### src/rtl/uws_pkg.sv
package uws_pkg;
  typedef struct packed {
    logic load;      // capture the offered word
    logic startByte; // begin a character
    logic shiftBit;  // advance to the next bit
    logic endByte;   // release the line
    logic selLower;  // pointer: 0 upper half, 1 lower half
  } uwsStrobes_t;
endpackage

### src/rtl/uws_sync.sv
module uws_sync #(
  parameter int   STAGES  = 2,
  parameter logic RST_VAL = 1'b1
) (
  input  logic clk,
  input  logic rstN,
  input  logic din,
  output logic dout
);
  logic [STAGES-1:0] pipe;

  generate
    if (STAGES == 1) begin : g_single
      always_ff @(posedge clk or negedge rstN) begin
        if (!rstN) pipe <= RST_VAL;
        else       pipe <= din;
      end
    end else begin : g_chain
      always_ff @(posedge clk or negedge rstN) begin
        if (!rstN) pipe <= {STAGES{RST_VAL}};
        else       pipe <= {pipe[STAGES-2:0], din};
      end
    end
  endgenerate

  assign dout = pipe[STAGES-1];
endmodule

### src/rtl/uws_ctrl.sv
module uws_ctrl
  import uws_pkg::*;
#(
  parameter int DATA_W      = 16,
  parameter int STOP_BITS   = 2,
  parameter int SYNC_STAGES = 2
) (
  input  logic        clk,
  input  logic        rstN,
  input  logic        sclkIn,
  input  logic        csN,
  input  logic        newWordValid,
  output uwsStrobes_t strobes,
  output logic        fallEdge,
  output logic        drdyN
);
  localparam int HALF  = DATA_W / 2;
  localparam int FRAME = 1 + HALF + STOP_BITS;
  localparam int CNT_W = $clog2(FRAME);
  localparam logic [CNT_W-1:0] LAST_BIT = CNT_W'(FRAME - 1);

  logic sclkSync, csSync, sclkPrev;
  logic busy, armed, lowerSel;
  logic [CNT_W-1:0] bitCnt;
  logic load, startByte, shiftBit, endByte;

  uws_sync #(.STAGES(SYNC_STAGES), .RST_VAL(1'b1)) u_sclkSync (
    .clk(clk), .rstN(rstN), .din(sclkIn), .dout(sclkSync));
  uws_sync #(.STAGES(SYNC_STAGES), .RST_VAL(1'b1)) u_csSync (
    .clk(clk), .rstN(rstN), .din(csN), .dout(csSync));

  always_ff @(posedge clk or negedge rstN) begin
    if (!rstN) sclkPrev <= 1'b1;
    else       sclkPrev <= sclkSync;
  end

  assign fallEdge = sclkPrev & ~sclkSync;

  always_comb begin
    load      = newWordValid && !busy;
    startByte = fallEdge && !busy && !csSync && armed && !drdyN && !newWordValid;
    shiftBit  = fallEdge && busy && (bitCnt != LAST_BIT);
    endByte   = fallEdge && busy && (bitCnt == LAST_BIT);
  end

  always_ff @(posedge clk or negedge rstN) begin
    if (!rstN) begin
      busy     <= 1'b0;
      armed    <= 1'b0;
      lowerSel <= 1'b0;
      bitCnt   <= '0;
      drdyN    <= 1'b1;
    end else begin
      if (csSync && !busy) armed <= 1'b1;
      if (load) begin
        lowerSel <= 1'b0;
        drdyN    <= 1'b0;
      end
      if (startByte) begin
        busy   <= 1'b1;
        armed  <= 1'b0;
        bitCnt <= '0;
      end
      if (shiftBit) bitCnt <= bitCnt + 1'b1;
      if (endByte) begin
        busy     <= 1'b0;
        lowerSel <= ~lowerSel;
        if (lowerSel) drdyN <= 1'b1;
      end
    end
  end

  always_comb begin
    strobes.load      = load;
    strobes.startByte = startByte;
    strobes.shiftBit  = shiftBit;
    strobes.endByte   = endByte;
    strobes.selLower  = lowerSel;
  end
endmodule

### src/rtl/uws_datapath.sv
module uws_datapath
  import uws_pkg::*;
#(
  parameter int DATA_W    = 16,
  parameter int STOP_BITS = 2
) (
  input  logic              clk,
  input  logic              rstN,
  input  uwsStrobes_t       strobes,
  input  logic [DATA_W-1:0] newWord,
  output logic [DATA_W-1:0] heldWord,
  output logic              sdata,
  output logic              sdataOe
);
  localparam int HALF  = DATA_W / 2;
  localparam int FRAME = 1 + HALF + STOP_BITS;

  logic [FRAME-1:0] frameReg;
  logic [HALF-1:0]  byteSel;

  assign byteSel = strobes.selLower ? heldWord[HALF-1:0] : heldWord[DATA_W-1:HALF];

  always_ff @(posedge clk or negedge rstN) begin
    if (!rstN) heldWord <= '0;
    else if (strobes.load) heldWord <= newWord;
  end

  always_ff @(posedge clk or negedge rstN) begin
    if (!rstN) begin
      frameReg <= '1;
      sdataOe  <= 1'b0;
    end else begin
      if (strobes.startByte) begin
        frameReg <= {{STOP_BITS{1'b1}}, byteSel, 1'b0};
        sdataOe  <= 1'b1;
      end else if (strobes.shiftBit) begin
        frameReg <= {1'b1, frameReg[FRAME-1:1]};
      end else if (strobes.endByte) begin
        frameReg <= '1;
        sdataOe  <= 1'b0;
      end
    end
  end

  assign sdata = frameReg[0];
endmodule

### src/rtl/uart_word_sender.sv
module uart_word_sender
  import uws_pkg::*;
#(
  parameter int DATA_W      = 16,
  parameter int STOP_BITS   = 2,
  parameter int SYNC_STAGES = 2
) (
  input  logic              clk,
  input  logic              rstN,
  input  logic              sclkIn,
  input  logic              csN,
  input  logic              newWordValid,
  input  logic [DATA_W-1:0] newWord,
  output logic              sdata,
  output logic              sdataOe,
  output logic              drdyN
);
  uwsStrobes_t       strobes;
  logic              fallEdge;
  logic [DATA_W-1:0] heldWord;

  uws_ctrl #(.DATA_W(DATA_W), .STOP_BITS(STOP_BITS), .SYNC_STAGES(SYNC_STAGES)) u_ctrl (
    .clk(clk), .rstN(rstN), .sclkIn(sclkIn), .csN(csN),
    .newWordValid(newWordValid), .strobes(strobes), .fallEdge(fallEdge), .drdyN(drdyN));

  uws_datapath #(.DATA_W(DATA_W), .STOP_BITS(STOP_BITS)) u_dp (
    .clk(clk), .rstN(rstN), .strobes(strobes), .newWord(newWord),
    .heldWord(heldWord), .sdata(sdata), .sdataOe(sdataOe));
endmodule

### config.mk
export PLATFORM = sky130hd
export DESIGN_NAME = uart_word_sender
export DESIGN_NICKNAME = d
export VERILOG_FILES = /design/src/rtl/uws_pkg.sv /design/src/rtl/uws_sync.sv /design/src/rtl/uws_ctrl.sv /design/src/rtl/uws_datapath.sv /design/src/rtl/uart_word_sender.sv
export SDC_FILE = /design/constraint.sdc
export NUM_CORES = 1
export LEC_CHECK = 0
export ABC_AREA = 1
export BUFFER_PORTS_ARGS = -buffer_cell sky130_fd_sc_hd__buf_2
export CAP_MARGIN = 15
export CELL_PAD_IN_SITES_DETAIL_PLACEMENT = 0
export CELL_PAD_IN_SITES_GLOBAL_PLACEMENT = 1
export CORE_MARGIN = 5
export CORE_UTILIZATION = 35
export CTS_BUF_LIST = sky130_fd_sc_hd__clkbuf_16
export DETAILED_ROUTE_END_ITERATION = 7
export MAX_ROUTING_LAYER = met4
export PLACE_DENSITY_LB_ADDON = 0.2
export REMOVE_ABC_BUFFERS = 1
export SLEW_MARGIN = 20
export SYNTH_ARGS = -nofsm -noshare
export SYNTH_HDL_FRONTEND = slang
export SYNTH_HIERARCHICAL = 1
export SYNTH_SLANG_ARGS = --single-unit
export TNS_END_PERCENT = 100
### constraint.sdc
create_clock -name clk -period 3.8 [get_ports clk]
set_clock_uncertainty 0.1 [all_clocks]
set_input_delay 0.57 -clock clk [delete_from_list [all_inputs] [get_ports clk]]
set_output_delay 0.57 -clock clk [all_outputs]
set_load 0.02 [all_outputs]
==> run_results.csv, run 1 <==
group,metric,value,unit
power_and_ir_drop,p_sw_share,31.4,%
detailed_routing,drcViolationCount,0,
critical_path,slowest_stage,"dfstp_2",
sta,hold_viol,0,
critical_path,ff2ff_path_depth,9,
detailed_routing,vias,1247,
finish,n_antenna_cell,0,
clock_network,ctsHoldBuffers,0,
clock_network,cts_root_buffer,"clkbuf_16",
floorplanning,die_w,83.1,µm
critical_path,cp_max_fo,12,
logic_synthesis,syn_area,1870,µm²
critical_path,slowest_delay,0.52,ns
finish,mostFrequentLayoutCells,"nand2_1, dfrtp_1, buf_2",
detailed_routing,wl,3.30,mm
floorplanning,initial_core_util,36.3,%
logic_synthesis,avgSynthCellArea,9.88,µm²
sta,period_share,48.3,%
power_and_ir_drop,seq_power_share,47.4,%
sta,rsz0062_at_grt,"no",
sta,post-route-min-period,1.84,ns
finish,fin_nets,233,
detailed_routing,first_pass_iters,5,
detailed_routing,post_drt_wl_per_cell,11.7,µm
detailed_routing,drtIter0Drc,68,
critical_path,end_kind,"register",
placement,place_congestion,0.835,
placement,io_buffers,23,
finish,syn2layout_area_growth,13.9,%
placement,place_area,1990,µm²
critical_path,cp_num_buf_inv,2,
logic_synthesis,syn_inst,189,
clock_network,cts_sinks,39,
critical_path,cp.depth,9,
grt,grt_pass1_wl,5.97,mm
floorplanning,coreArea,5140,µm²
clock_network,cts_tree,"yes",
placement,place_hpwl,2.47,mm
power_and_ir_drop,p_int,1.10,mW
detailed_routing,ant_nets,0,
power_and_ir_drop,switchingPower,0.502,mW
critical_path,crit_type,"register to register",
critical_path,crit_path_start_kind,"register",
power_and_ir_drop,comb_power_share,28.3,%
sta,tns,0,ns
floorplanning,row_count,26,
power_and_ir_drop,clockPowerShare,24.3,%
hold_path,min_path_cells,0,
floorplanning,dieHeight,83.1,µm
clock_network,htreeDepth,2,
finish,layout_commonest_cell,"nand2_1",
sta,timing.hold.ws,0.257,ns
sta,slew_headroom,44.9,%
clock_network,cts_setup_buffers,0,
logic_synthesis,ys_warn_count,6,
critical_path,crit_path_cell_trace,"nand2_2, nor2_2, nand2_2, inv_1, nor2_1, nand2_2, inv_2, nand2_1, nand3_1",
placement,place_ws,1.82,ns
status,status,"finished clean",
clock_network,cts_buffer_depth,2,
hold_path,min_path_type,"register to register",
finish,drive_gt1_share,33.6,%
floorplanning,die_area,6900,µm²
grt,grt_max_degree,40,
clock_network,cts_resized,0,
power_and_ir_drop,vdd_drop_max,0.000279,V
detailed_routing,via_per_inst,4.44,
clock_network,numCtsBuffers,5,
sta,tightest_slew,0.827,ns
critical_path,crit_path_frequent_cell,"nand2_2",
critical_path,crit_arrival,1.93,ns
clock_network,clock_latency,0.27,ns
clock_network,path_clk_slew,0.05,ns
sta,setup_viol,0,
finish,fin_area,2130,µm²
grt,grt_usage,10.8,%
sta,fmax,0.544,GHz
floorplanning,io_pins,24,
critical_path,path_delay_family,"simple AND/OR/NAND/NOR gates",
job,cap_violations,0,
critical_path,required,3.90,ns
power_and_ir_drop,powerDensity,751,nW/µm²
grt,overflow,0,
sta,setup_ws,1.96,ns
grt,grt_pass1_vias,1242,
power_and_ir_drop,power.leakage,1.06,nW
grt,antenna_found_initial,0,
sta,maxSlewViolCount,0,
## power groups by stage
stage	logic (mW)	clock network [mW]	registers [mW]
after CTS	0.458	0.402	0.760
after global routing	0.513	0.420	0.783
after detailed placement	0.454	0	0.765
final	0.452	0.388	0.757
after global placement	0.446	0	0.759
after floorplan	0.358	0	0.735
## state kept, by name, indices dropped and copies added (netlist names)
signal and cells:
u_dp/heldWord 16, u_dp/frameReg 9, u_ctrl/bitCnt 4, u_ctrl/u_csSync/pipe 2, u_ctrl/u_sclkSync/pipe 2, u_ctrl/armed 1, u_ctrl/busy 1, u_ctrl/drdyN 1
u_ctrl/lowerSel 1, u_ctrl/sclkPrev 1, u_dp/sdataOe 1
## layout make-up
class / instances / area [µm²]
Fill cell: 536 / 3010
Clock inverter: 3 / 16.3
Inverter: 23 / 91.3
Tap cell: 70 / 87.6
Sequential cell: 39 / 995
Timing Repair Buffer: 23 / 115
Clock buffer: 5 / 125
Multi-Input combinational cell: 118 / 697
## worst paths after layout
check                                                from                        end  slack, ns
worst max-delay path                      u_ctrl/sclkPrev           u_dp/frameReg[0]       1.96
worst min-delay path            u_ctrl/u_sclkSync/pipe[0]  u_ctrl/u_sclkSync/pipe[1]       0.26
worst max register to register            u_ctrl/sclkPrev           u_dp/frameReg[0]       1.96
worst min register to register  u_ctrl/u_sclkSync/pipe[0]  u_ctrl/u_sclkSync/pipe[1]       0.26
max in group asynchronous                            rstN          u_dp/heldWord[14]       2.79
min in group asynchronous                            rstN               u_ctrl/armed       0.30
## stage by stage
| step | total power, mW | util (%) | cells |
|---|---|---|---|
| 2_1_floorplan | 1.09 | - | 180 |
| 3_3_place_gp | 1.20 | 38.6 | 273 |
| 3_5_place_dp | 1.22 | 38.6 | 273 |
| 4_1_cts | 1.62 | 41.4 | 281 |
| 5_1_grt | 1.72 | 41.4 | 281 |
| 6_report | 1.60 | 41.4 | 281 |
## layer usage
metal	share of wire [%]	vias up	global-route usage, %
li1	-	632	-
met1	50	584	14.8
met2	44	27	15.2
met3	4.9	4	2.97
met4	0.85	0	4.01
met5	0	-	-
## worst reg2reg max path: stages, from the launching register on
cell,delay (ns)
dfstp_2,0.52
nand2_2,0.09
nor2_2,0.13
nand2_2,0.11
inv_1,0.29
nor2_1,0.11
nand2_2,0.17
inv_2,0.10
nand2_1,0.07
nand3_1,0.06
Power figures use the tool's default switching activity.
==> run 2, diff against run 1 <==
- clock period: 3.8 -> 1.6 ns (I/O delays scaled with it)
==> run 2 against run 1 <==
  * Die area unchanged
  * Fmax up 20%
  * Total power rose to 2.7 times the previous value
  * Critical path depth unchanged
  * Critical path type unchanged
==> run_results.csv, run 2 (synthesis results as in run 1) <==
group,metric,value,unit
sta,setup_viol,0,
finish,largest-register,"u_dp/heldWord",
placement,io_buffers,23,
power_and_ir_drop,power.leakage,1.20,nW
job,cap_violations,0,
floorplanning,die_w,83.1,µm
critical_path,r2r_setup_slack,0.07,ns
grt,grt_pass1_wl,6.05,mm
grt,antenna_found_initial,0,
sta,post-route-min-period,1.53,ns
floorplanning,row_count,26,
detailed_routing,ant_nets,0,
sta,slew_headroom,83.9,%
placement,place_hpwl,2.70,mm
critical_path,end_kind,"register",
grt,grt_pass1_vias,1282,
critical_path,rr_endpoint,"u_dp/frameReg[5]",
sta,period_share,95.5,%
floorplanning,die_area,6900,µm²
finish,n_antenna_cell,0,
power_and_ir_drop,power,4.33,mW
power_and_ir_drop,vdd_drop_max,0.000776,V
sta,hold_viol,0,
grt,grt_usage,11.1,%
clock_network,clock_latency,0.28,ns
clock_network,cts_tree,"yes",
power_and_ir_drop,powerDensity,1780,nW/µm²
critical_path,crit_type,"register to register",
finish,fin_cells,301,
detailed_routing,vias,1335,
finish,layout_commonest_cell,"nand2_1",
placement,place_congestion,0.773,
status,status,"finished clean",
finish,drive_gt1_share,42.4,%
detailed_routing,via_per_inst,4.44,
detailed_routing,wl,3.68,mm
placement,dp.cells,285,
clock_network,path_clk_slew,0.06,ns
detailed_routing,drtIter0Drc,46,
finish,mostFrequentLayoutCells,"nand2_1, dfrtp_1, buf_2",
critical_path,reg2reg_from,"u_ctrl/sclkPrev",
grt,grt_max_degree,20,
finish,reg_top3,"u_dp/heldWord: 16 flops, u_dp/frameReg: 9 flops, u_ctrl/bitCnt: 4 flops",
floorplanning,coreArea,5140,µm²
floorplanning,io_pins,24,
sta,rsz0062_at_grt,"yes",
clock_network,cts_buffer_depth,2,
clock_network,cts_sinks,39,
clock_network,htreeDepth,2,
sta,maxSlewViolCount,0,
finish,n_fill_cell,518,
clock_network,cts_root_buffer,"clkbuf_16",
floorplanning,dieHeight,83.1,µm
critical_path,crit_path_start,"u_ctrl/sclkPrev",
sta,tightest_slew,0.242,ns
critical_path,ff2ff_path_depth,9,
critical_path,crit_arrival,1.64,ns
critical_path,cp_max_fo,8,
critical_path,critPathCapture,"u_dp/frameReg[5]",
grt,overflow,0,
detailed_routing,drcViolationCount,0,
finish,largest_reg_flops,16,
finish,fin_nets,253,
floorplanning,initial_core_util,36.3,%
hold_path,min_path_type,"input pin to register",
finish,syn2layout_area_growth,30.0,%
clock_network,numCtsBuffers,5,
critical_path,required,1.71,ns
detailed_routing,first_pass_iters,4,
sta,fmax,0.655,GHz
critical_path,crit_path_start_kind,"register",
detailed_routing,post_drt_wl_per_cell,12.2,µm
[run 2: cell count changes in the layout (fill, tap and decap cells not counted), sizes merged]
cell,delta
buf,+16
bufinv,+2
clkinv,-1
dlygate4sd3,+3
inv,-1
nand2,+1
[run 2: how the worst min path moves through the flow]
stage	cells past startpoint	to	slack (ns)	from
CTS	2	u_dp/heldWord[11]	0.08	newWord[11]
global route	2	u_dp/heldWord[7]	0.09	newWord[7]
detailed placement	1	u_dp/heldWord[0]	-0.008	rstN
floorplan	0	u_ctrl/armed	-0.16	rstN
finish	2	u_dp/heldWord[11]	0.09	newWord[11]
global placement	1	u_dp/heldWord[0]	-0.008	rstN
[run 2: worst max-delay path, stage by stage (launching register included)]
cell	delay (ns)
dfstp_2	0.54
nand2_4	0.07
nor2_8	0.10
nand2_4	0.06
inv_4	0.06
clkinvlp_4	0.10
nor2_4	0.19
nand2_1	0.07
nand3_1	0.09
nand2_1	0.06
[run 2: layout make-up]
| cell class | count | area [µm²] | area share [%] |
|---|---|---|---|
| flip-flops and latches | 39 | 995 | 41.0 |
| well taps | 70 | 87.6 | 3.61 |
| clock buffers | 5 | 125 | 5.15 |
| clock inverters | 3 | 63.8 | 2.63 |
| inverters | 23 | 100 | 4.12 |
| multi-input cells | 119 | 767 | 31.6 |
| repair buffers | 42 | 290 | 12.0 |
[run 2: power by group]
part,internal (mW),total (mW),switching [mW]
sequential,1.49,1.76,0.270
clock,0.887,1.26,0.373
combinational,0.684,1.32,0.634
[run 2: per-layer routing]
metal | global-route usage, % | routed length, µm | up-vias
met4 | 4.46 | 67 | 0
met5 | - | 0 | -
met1 | 14.9 | 1760 | 627
met2 | 16.0 | 1700 | 26
li1 | - | - | 676
met3 | 2.77 | 148 | 6
[run 2: what timing repair did]
| item | in CTS | in global routing |
|---|---|---|
| pin swaps | 0 | 7 |
| resized for setup | 1 | 20 |
| endpoints found under the setup margin | 8 | 9 |
| gates cloned | 0 | 1 |
| endpoints found under the hold margin | 28 | 0 |
| hold buffers | 3 | 0 |
| setup buffers | 0 | 4 |
[run 2: metrics by stage]
stage          area, µm²  util (%)  setup slack [ns]  setup TNS [ns]  hold slack, ns
3_5_place_dp        2100      40.9           -0.0110         -0.0131        -0.00785
6_report            2430      47.2            0.0722               0          0.0880
2_1_floorplan       1780         -           -0.0271          -0.238          -0.156
4_1_cts             2320      45.2          -0.00174        -0.00174          0.0840
5_1_grt             2430      47.2           -0.0733          -0.380          0.0885
3_3_place_gp        2100      40.9           0.00521               0        -0.00825
==> run 3, diff against run 2 <==
- RECOVER_POWER: unset -> 50
==> run 3 against run 2 <==
  * Fmax is the same
  * Hold slack unchanged
  * Sequential power hardly changed
  * Total power fell by 0.14%
  * Critical path depth is the same
  * Largest cell class unchanged
  * Largest power group unchanged
  * Highest routed layer unchanged
==> run_results.csv, run 3 (synthesis results as in run 1) <==
group,metric,value,unit
critical_path,crit_path_cell_trace,"nand2_4, nor2_8, nand2_4, inv_4, clkinvlp_4, nor2_4, nand2_1, nand3_1, nand2_1",
clock_network,cts_tree,"yes",
finish,largest_reg_flops,16,
critical_path,reg2reg_from,"u_ctrl/sclkPrev",
detailed_routing,ant_nets,0,
clock_network,numCtsBuffers,5,
finish,fin_area,2410,µm²
finish,largest-register,"u_dp/heldWord",
grt,overflow,0,
grt,grt_pass1_wl,6.05,mm
clock_network,path_clk_slew,0.06,ns
critical_path,slowest_stage,"dfstp_2",
sta,hold_viol,0,
grt,grt_max_degree,20,
placement,place_congestion,0.773,
critical_path,crit_path_start,"u_ctrl/sclkPrev",
critical_path,cp_num_buf_inv,2,
critical_path,required,1.71,ns
critical_path,end_kind,"register",
clock_network,htreeDepth,2,
detailed_routing,drtIter0Drc,45,
finish,n_antenna_cell,0,
job,cap_violations,0,
grt,antenna_found_initial,0,
placement,place_hpwl,2.70,mm
detailed_routing,via_per_inst,4.44,
finish,syn2layout_area_growth,29.0,%
sta,rsz0062_at_grt,"yes",
finish,mostFrequentLayoutCells,"nand2_1, dfrtp_1, buf_2",
hold_path,hp-start,"newWord[11]",
sta,period_share,95.5,%
finish,fin_nets,253,
grt,grt_pass1_vias,1282,
floorplanning,io_pins,24,
critical_path,crit_path_start_kind,"register",
critical_path,r2r_setup_slack,0.07,ns
power_and_ir_drop,power.leakage,1.19,nW
placement,io_buffers,23,
clock_network,cts_buffer_depth,2,
sta,fmax,0.655,GHz
floorplanning,coreArea,5140,µm²
critical_path,crit_arrival,1.64,ns
power_and_ir_drop,vdd_drop_max,0.000776,V
power_and_ir_drop,powerDensity,1800,nW/µm²
sta,setup_viol,0,
finish,drive_gt1_share,42.0,%
critical_path,cp_max_fo,8,
hold_path,min_path_type,"input pin to register",
floorplanning,die_area,6900,µm²
placement,place_area,2100,µm²
detailed_routing,wl,3.68,mm
clock_network,cts_root_buffer,"clkbuf_16",
status,status,"finished clean",
sta,post-route-min-period,1.53,ns
grt,grt_usage,11.1,%
detailed_routing,vias,1335,
sta,tns,0,ns
critical_path,crit_type,"register to register",
floorplanning,initial_core_util,36.3,%
detailed_routing,drcViolationCount,0,
clock_network,cts_sinks,39,
detailed_routing,post_drt_wl_per_cell,12.2,µm
finish,reg_top3,"u_dp/heldWord: 16 flops, u_dp/frameReg: 9 flops, u_ctrl/bitCnt: 4 flops",
sta,slew_headroom,67.2,%
finish,fin_util,46.9,%
detailed_routing,first_pass_iters,4,
floorplanning,die_w,83.1,µm
floorplanning,row_count,26,
sta,maxSlewViolCount,0,
sta,tightest_slew,0.492,ns
floorplanning,dieHeight,83.1,µm
clock_network,clock_latency,0.28,ns
critical_path,slowest_delay,0.54,ns
critical_path,path_delay_family,"simple AND/OR/NAND/NOR gates",
finish,layout_commonest_cell,"nand2_1",
run 3: changes by cell type in the layout (fill, tap and decap cells not counted), sizes merged:
cell and delta:
buf -3, clkbuf +3
run 3: worst paths after layout:
check                                       endpoint  cells past startpoint
min in group asynchronous           u_dp/heldWord[0]                      2
max in group asynchronous           u_dp/frameReg[1]                      3
min                                u_dp/heldWord[11]                      2
max reg2reg                         u_dp/frameReg[5]                      9
max                                 u_dp/frameReg[5]                      9
min reg2reg                u_ctrl/u_sclkSync/pipe[1]                      0
run 3: timing repair:
action	4_1_cts	5_1_grt
pin swaps	0	7
setup endpoints to repair	8	9
setup buffers	0	4
gates cloned	0	1
hold buffers	3	0
resized for setup	1	20
endpoints found under the hold margin	28	0
run 3: where the power goes:
| group | total, mW | internal (mW) | switching [mW] |
|---|---|---|---|
| sequential | 1.76 | 1.49 | 0.270 |
| clock | 1.26 | 0.887 | 0.373 |
| combinational | 1.31 | 0.679 | 0.633 |
| total | 4.33 | 3.05 | 1.28 |
run 3: final cells by class:
class,count,area [µm²]
Clock buffer,5,125
Fill cell,519,2730
Tap cell,70,87.6
Sequential cell,39,995
Clock inverter,3,63.8
Timing Repair Buffer,42,272
Multi-Input combinational cell,119,767
Inverter,23,100
run 3: worst register-to-register path, cell delays in order (launching register included):
cell	delay, ns
dfstp_2	0.54
nand2_4	0.07
nor2_8	0.10
nand2_4	0.06
inv_4	0.06
clkinvlp_4	0.11
nor2_4	0.19
nand2_1	0.08
nand3_1	0.09
nand2_1	0.06
run 3: routing by layer:
metal | GRT usage, % | routed length, µm | up-vias
met1 | 14.9 | 1760 | 627
met2 | 16.0 | 1700 | 26
met3 | 2.77 | 148 | 6
met4 | 4.46 | 67 | 0
li1 | - | - | 676
met5 | - | 0 | -
run 3: stage by stage:
step	total power [mW]	std cells	hold WS, ns	setup WS (ns)
2_1_floorplan	2.59	180	-0.156	-0.0271
3_3_place_gp	2.95	285	-0.00825	0.00521
3_5_place_dp	2.99	285	-0.00785	-0.0110
4_1_cts	4.29	296	0.0840	-0.00174
5_1_grt	4.62	301	0.0885	-0.0733
6_report	4.33	301	0.0880	0.0722
